==> config.mk <==
export PLATFORM = sky130hd
export DESIGN_NAME = pc_latch_counter
export DESIGN_NICKNAME = d
export VERILOG_FILES = /design/src/rtl/pc_latch_pkg.sv /design/src/rtl/pc_latch_ctrl.sv /design/src/rtl/pc_latch_datapath.sv /design/src/rtl/pc_latch_counter.sv
export SDC_FILE = /design/constraint.sdc
export NUM_CORES = 1
export LEC_CHECK = 0
export ABC_AREA = 1
export BUFFER_PORTS_ARGS = -buffer_cell sky130_fd_sc_hd__buf_2
export CORE_ASPECT_RATIO = 2
export CORE_MARGIN = 8
export CORE_UTILIZATION = 30
export DETAILED_ROUTE_END_ITERATION = 8
export GPL_ROUTABILITY_DRIVEN = 0
export RECOVER_POWER = 100
export SLEW_MARGIN = 20
export SYNTH_ARGS = -nofsm -noshare
export SYNTH_HDL_FRONTEND = slang
export SYNTH_HIERARCHICAL = 1
export SYNTH_SLANG_ARGS = --single-unit
==> constraint.sdc <==
create_clock -name clk -period 2.98 [get_ports clk]
set_input_delay 0.149 -clock clk [delete_from_list [all_inputs] [get_ports clk]]
set_output_delay 0.149 -clock clk [all_outputs]
set_load 0.02 [all_outputs]
==> src/rtl/pc_latch_pkg.sv <==
package pc_latch_pkg;
  typedef struct packed {
    logic loadJump;
    logic loadLow;
    logic step;
    logic copyLat;
    logic wrHi;
    logic wrUp;
  } pcStrobes_t;
endpackage

==> src/rtl/pc_latch_ctrl.sv <==
module pc_latch_ctrl
  import pc_latch_pkg::*;
(
  input  logic       clk,
  input  logic       rstN,
  input  logic       stepEn,
  input  logic       jumpEn,
  input  logic       lowWrEn,
  input  logic       lowRdEn,
  input  logic       hiLatWrEn,
  input  logic       upLatWrEn,
  output pcStrobes_t ctl
);
  always_comb begin
    ctl.loadJump = jumpEn;
    ctl.loadLow  = lowWrEn && !jumpEn;
    ctl.step     = stepEn && !jumpEn && !lowWrEn;
    ctl.copyLat  = lowRdEn;
    ctl.wrHi     = hiLatWrEn;
    ctl.wrUp     = upLatWrEn;
  end


  counter_onehot_chk: assert property (@(posedge clk) disable iff (!rstN)
    $onehot0({ctl.loadJump, ctl.loadLow, ctl.step}));


  jump_wins_chk: assert property (@(posedge clk) disable iff (!rstN)
    jumpEn |-> (!ctl.loadLow && !ctl.step));
endmodule

==> src/rtl/pc_latch_datapath.sv <==
module pc_latch_datapath
  import pc_latch_pkg::*;
#(
  parameter int PC_W   = 21,
  parameter int BYTE_W = 8
) (
  input  logic              clk,
  input  logic              rstN,
  input  pcStrobes_t        ctl,
  input  logic [PC_W-1:0]   jumpAddr,
  input  logic [BYTE_W-1:0] dataIn,
  output logic [PC_W-1:0]   pcQ,
  output logic [BYTE_W-1:0] hiLatQ,
  output logic [PC_W-2*BYTE_W-1:0] upLatQ
);
  localparam int UP_W   = PC_W - 2*BYTE_W;
  localparam int HI_LSB = BYTE_W;
  localparam int UP_LSB = 2*BYTE_W;

  logic [PC_W-1:0] pcNext;

  always_comb begin
    pcNext = pcQ;
    if (ctl.loadJump)     pcNext = {jumpAddr[PC_W-1:1], 1'b0};
    else if (ctl.loadLow) pcNext = {upLatQ, hiLatQ, dataIn[BYTE_W-1:1], 1'b0};
    else if (ctl.step)    pcNext = pcQ + PC_W'(2);
  end

  always_ff @(posedge clk) begin
    if (!rstN) pcQ <= '0;
    else       pcQ <= pcNext;
  end

  always_ff @(posedge clk) begin
    if (!rstN)            hiLatQ <= '0;
    else if (ctl.wrHi)    hiLatQ <= dataIn;
    else if (ctl.copyLat) hiLatQ <= pcQ[UP_LSB-1:HI_LSB];
  end

  always_ff @(posedge clk) begin
    if (!rstN)            upLatQ <= '0;
    else if (ctl.wrUp)    upLatQ <= dataIn[UP_W-1:0];
    else if (ctl.copyLat) upLatQ <= pcQ[PC_W-1:UP_LSB];
  end


  align_chk: assert property (@(posedge clk) disable iff (!rstN)
    pcQ[0] == 1'b0);


  step_add_chk: assert property (@(posedge clk) disable iff (!rstN)
    ctl.step |=> pcQ == $past(pcQ) + PC_W'(2));


  jump_latch_keep_chk: assert property (@(posedge clk) disable iff (!rstN)
    (ctl.loadJump && !ctl.wrHi && !ctl.copyLat) |=> hiLatQ == $past(hiLatQ));


  low_write_xfer_chk: assert property (@(posedge clk) disable iff (!rstN)
    ctl.loadLow |=> (pcQ[UP_LSB-1:HI_LSB] == $past(hiLatQ)) &&
                    (pcQ[PC_W-1:UP_LSB] == $past(upLatQ)));


  read_copy_chk: assert property (@(posedge clk) disable iff (!rstN)
    (ctl.copyLat && !ctl.wrHi) |=> hiLatQ == $past(pcQ[UP_LSB-1:HI_LSB]));


  pc_hold_chk: assert property (@(posedge clk) disable iff (!rstN)
    !(ctl.loadJump || ctl.loadLow || ctl.step) |=> $stable(pcQ));
endmodule

==> src/rtl/pc_latch_counter.sv <==
module pc_latch_counter
  import pc_latch_pkg::*;
#(
  parameter int PC_W   = 21,
  parameter int BYTE_W = 8
) (
  input  logic              clk,
  input  logic              rstN,
  input  logic              stepEn,
  input  logic              jumpEn,
  input  logic [PC_W-1:0]   jumpAddr,
  input  logic              lowWrEn,
  input  logic              lowRdEn,
  input  logic              hiLatWrEn,
  input  logic              upLatWrEn,
  input  logic [BYTE_W-1:0] dataIn,
  output logic [BYTE_W-1:0] lowRdData,
  output logic [BYTE_W-1:0] hiLatRd,
  output logic [BYTE_W-1:0] upLatRd,
  output logic [PC_W-1:0]   pcOut
);
  localparam int UP_W = PC_W - 2*BYTE_W;

  pcStrobes_t        ctl;
  logic [PC_W-1:0]   pcQ;
  logic [BYTE_W-1:0] hiLatQ;
  logic [UP_W-1:0]   upLatQ;

  pc_latch_ctrl u_ctrl (
    .clk(clk), .rstN(rstN), .stepEn(stepEn), .jumpEn(jumpEn),
    .lowWrEn(lowWrEn), .lowRdEn(lowRdEn), .hiLatWrEn(hiLatWrEn),
    .upLatWrEn(upLatWrEn), .ctl(ctl)
  );

  pc_latch_datapath #(.PC_W(PC_W), .BYTE_W(BYTE_W)) u_dp (
    .clk(clk), .rstN(rstN), .ctl(ctl), .jumpAddr(jumpAddr),
    .dataIn(dataIn), .pcQ(pcQ), .hiLatQ(hiLatQ), .upLatQ(upLatQ)
  );

  assign pcOut     = pcQ;
  assign lowRdData = pcQ[BYTE_W-1:0];
  assign hiLatRd   = hiLatQ;
  assign upLatRd   = {{(BYTE_W-UP_W){1'b0}}, upLatQ};


  low_view_chk: assert property (@(posedge clk) disable iff (!rstN)
    lowRdData == pcOut[BYTE_W-1:0]);


  up_pad_chk: assert property (@(posedge clk) disable iff (!rstN)
    upLatRd[BYTE_W-1:UP_W] == '0);
endmodule

Word-level counts from Yosys, hierarchy flattened
Cells that the tools add are included.
{ "word_totals": {"regBits": 34, "output_inout_bits": 45} }
{ "classes": {"addsub": 1, "muxes": 7, "n_bitwise": 1, "n_reduce_logical": 9} }
{ "op_table": {"columns": ["cell", "n"], "rows": [
  ["$mux W21", 3],
  ["$add A21 B2 Y21 const B", 1],
  ["$mux W8", 2],
  ["$mux W5", 2],
  ["$reduce_bool A2 Y1", 2],
  ["$logic_and A1 B1 Y1", 3],
  ["$reduce_bool A3 Y1", 1],
  ["$reduce_or A3 Y1", 1],
  ["$logic_not A1 Y1", 2],
  ["$not A1 Y1", 1]
]} }

Longest topological paths before layout
{ "depth": {"ltp_word": 6, "ltp_mapped": 10, "depth_no_buf": 10} }

Cells and area by module
The synthesis kept the hierarchy.
{ "modules_own_cells": {"columns": ["mod", "instances", "cells_per_inst", "area_each_um2", "seq_area_each_um2"], "rows": [
  ["pc_latch_datapath", 1, 327, 2117.0, 660.6],
  ["pc_latch_counter", 1, 12, 86.3, 0.0],
  ["pc_latch_ctrl", 1, 9, 51.3, 0.0]
]} }

Worst setup path after synthesis
No wires, ideal clock.
{ "synth_timing": {"kind": "register -> register", "from": "register u_dp.pcQ[1]", "to": "register u_dp.pcQ[11]", "t_arrival_ps": 1432, "setup_slack_ps": 1428, "stages_incl_launch_ff": 11, "n_path_buf": 0, "path_cell_list": "dfxtp_1 ha_1 nand2_1 nor2_2 nand3_1 inv_1 nand2_1 nand3_1 nand2_1 o21ai_1 a21oi_1"} }
{ "synth_between": {"elab_chain_len": 4} }
{ "synth_lines": {"columns": ["item", "line", "text"], "rows": [
  ["from (decl)", "pc_latch_datapath.sv:12", "output logic [PC_W-1:0] pcQ,"],
  ["from (signal assigned)", "pc_latch_datapath.sv:31", "else pcQ <= pcNext;"],
  ["$add A21 B2 Y21", "pc_latch_datapath.sv:26", "else if (ctl.step) pcNext = pcQ + PC_W'(2);"],
  ["$mux W21", "pc_latch_datapath.sv:26", null],
  ["$mux W21", "pc_latch_datapath.sv:25", "else if (ctl.loadLow) pcNext = {upLatQ, hiLatQ, dataIn[BYTE_W-1:1], 1'b0};"],
  ["$mux W21", "pc_latch_datapath.sv:24", "if (ctl.loadJump) pcNext = {jumpAddr[PC_W-1:1], 1'b0};"]
]} }
Every way passes these cells. The select of a mux whose other input is x is not followed.
A chain may end at the register's enable or synchronous reset.

==> flow_summary.ini <==
[layout]
layout-drive-gt1-share = 0.143
layout.cells.non_filler = 499
nets = 442
diodes = 0
fill_cells = 888
synthToLayoutAreaGrowth_pct = 17.2

[placement]
place_inst = 491
port_buffers = 75
hpwl_um = 5800

[sta]
clock.fmax_ghz = 0.491
post-route-period-util = 0.683
tightest_slew_ns = 0.729
drv_slew = 0
hold_viol_final = 0
setup_viol = 0
slew_headroom = 0.514
skew_ns = 0.00438
grt_setup_unrepaired = false
fin_tns_setup_ns = 0
fin_crit_ns = 2.04

[cts]
clk_pin_slew_worst_paths_ns = 0.06
cts_buffers = 5
cts_tree = done
cts.sinks = 33
postCtsSetupRepairBufs = 0
worstSkewPairLatency_ns = 0.28
cts_buffer_depth = 2
cts_resized = 0
cts_hold_buf = 0
ctsHtreeMaxLevel = 2
root_buffer = clkbuf_16

[power_and_ir_drop]
p_sw_mw = 0.433
power_frac_comb = 0.214
sw_frac_of_total = 0.332
p_leak_nw = 1.09
internal-power_mw = 0.871
clkPwrFrac = 0.386
worst_ir_drop_vdd_uv = 243
powerDensity_nw_per_um2 = 493
share_seq_of_total_power = 0.400

[logic_synthesis]
yosysUniqueCellTypes = 32
synth_area_leaders = dfxtp_1, nand2_1, nor2_1, buf_4, inv_1
synth-edff-count = 0
yosysMostFrequentCell = nand2_1
yosys-top-cells-count = nand2_1, nor2_1, dfxtp_1, inv_1, nand3_1
yosysTopAreaCellShare = 0.293
yosysTopAreaCell = dfxtp_1
synth-seq-area-share = 0.293
synth-main-ff-cell = dfxtp_1
netlist_area_um2 = 2250
postSynthAreaPerCell_um2 = 6.48
synthCells = 348
synth-seq-cells = 33
yosys_warnings = 6
synthArstFlopShare = 0

[setup_path]
reg2regPathDepth = 8
required_ns = 3.17
rrSetupSlack_ns = 1.13
start_kind = primary input
slowest_stage = clkbuf_1
worstSetupPathType = in -> reg
r2r-start = u_dp/pcQ[1]$_SDFFE_PN0P_
critPathLaunch = jumpEn
cp.arrival_ns = 2.23
endpoint = u_dp/pcQ[12]$_SDFFE_PN0P_
crit_path_max_fanout = 25
crit_top_cell = nor2_1
worst_setup_path_end_kind = flip-flop
path_cells = buf_2 > nor2_1 > clkbuf_1 > o21ai_2 > nor2_1 > o21ai_0 > a21oi_1
r2r_end = u_dp/pcQ[13]$_SDFFE_PN0P_
slowest_delay_ns = 0.61

[min_path]
hp-class = in -> reg

[global_routing]
grtUsageTotal = 0.145
grt_pass1_vias = 2424
grt_max_degree = 26
gr-total-overflow = 0
antenna_found_initial = 0
grt_pass1_wl_um = 12600

[route]
dr.pass1.iters = 4
wl_um = 7810
wl_per_cell_um = 15.6
num_vias = 2481
vias_per_cell = 4.97
drt_iter0_markers = 167
ant_nets = 0
drc_errors = 0

[floorplanning]
coreArea_um2 = 7430
die_w_um = 77.3
fp.dieArea_um2 = 10700
ios = 82
core.rowCount = 45
die_h_um = 139
start_util = 0.303

[run]
drv_cap = 0

[run_status]
status = finished clean
==> power by group through the flow <==
| stage | Combinational (mW) | Clock (mW) | Sequential (mW) |
|---|---|---|---|
| floorplan | 0.171 | 0 | 0.562 |
| detailed placement | 0.293 | 0 | 0.531 |
| global placement | 0.292 | 0 | 0.531 |
| CTS | 0.294 | 0.507 | 0.521 |
| finish | 0.279 | 0.503 | 0.522 |
| global route | 0.312 | 0.533 | 0.528 |
==> cell type report <==
cell class              instances  area, um^2  area share
repair buffers                 77         337       0.127
clock buffers                   6         129      0.0488
flip-flops and latches         33         661       0.250
well taps                      94         118      0.0445
clock inverters                 2        10.0     0.00379
multi-input cells             250        1250       0.473
inverters                      37         139      0.0526
==> critical path, delay by kind of cell <==
kind / cells / cell delay (ns)
buf+inv: 2 / 0.88
simple gates: 2 / 0.60
compound gates: 3 / 0.59
==> metrics by stage <==
stage	total power, mW	instance area (um^2)	setup slack (ns)	hold WS (ns)	utilization
floorplan	0.732	2260	1.43	0.317	-
detailed placement	0.824	2570	0.916	0.431	0.345
global route	1.37	2640	0.720	0.150	0.356
finish	1.30	2640	0.944	0.148	0.356
global placement	0.823	2570	0.939	0.433	0.345
CTS	1.32	2710	1.21	0.147	0.364
==> cell usage in the layout (no fill, tap or decap) <==
cell type  netlist  routed
nand2_2          2       2
a21oi_1         20      20
nand4_1          6       6
clkbuf_1         6      42
xnor2_1          1       1
conb_1           2       4
or2_2            3       3
buf_2            4      35
clkinv_1         2       2
dfxtp_1         33      33
buf_4           16       1
nand2_1         70      70
o211ai_1         3       3
o2111ai_1        1       1
clkbuf_16        0       5
o21ai_0         17      21
o21ai_2          1       1
a21oi_2          1       1
o221ai_1        13      13
nor3_4           1       1
xor2_1           6       6
inv_2            3       2
inv_1           32      33
nor2_1          48      50
ha_1             1       1
nand3_1         21      21
o21ai_1          7       3
a31oi_1         17      17
clkinv_2         0       2
nor2_2           6       5
==> flip-flops by register name, summed over array words and instances, names as in the netlist <==
name         cells
u_dp/pcQ        20
u_dp/upLatQ      5
u_dp/hiLatQ      8
==> how the worst min path moves through the flow <==
stage	start	end	slack (ns)	cells after the start
4_1_cts	jumpAddr[4]	u_dp/pcQ[4]$_SDFFE_PN0P_	0.15	3
3_5_place_dp	jumpAddr[4]	u_dp/pcQ[4]$_SDFFE_PN0P_	0.43	3
2_1_floorplan	jumpAddr[14]	u_dp/pcQ[14]$_SDFFE_PN0P_	0.32	2
6_report	jumpAddr[4]	u_dp/pcQ[4]$_SDFFE_PN0P_	0.15	3
3_3_place_gp	jumpAddr[2]	u_dp/pcQ[2]$_SDFFE_PN0P_	0.43	3
5_1_grt	jumpAddr[4]	u_dp/pcQ[4]$_SDFFE_PN0P_	0.15	3
==> logic make-up (layout without fill, tap and decap cells) <==
family | Yosys count | in the layout | share of synthesized area
other | 2 | 4 | 0.00333
DFF | 33 | 33 | 0.293
adders and majority gates | 1 | 1 | 0.00555
and+or+nand+nor | 158 | 158 | 0.302
buffers and inverters | 67 | 122 | 0.151
AOI/OAI and AO/OA | 80 | 80 | 0.217
xor gates and xnor gates | 7 | 7 | 0.0272
==> layer usage <==
metal	wire length [um]	vias to the layer above	GRT usage
met4	50	0	0.0441
met2	3840	109	0.238
met5	0	-	0
li1	-	1256	-
met1	3230	1110	0.170
met3	693	6	0.0545
No activity file was read; power rests on OpenSTA's default activity.
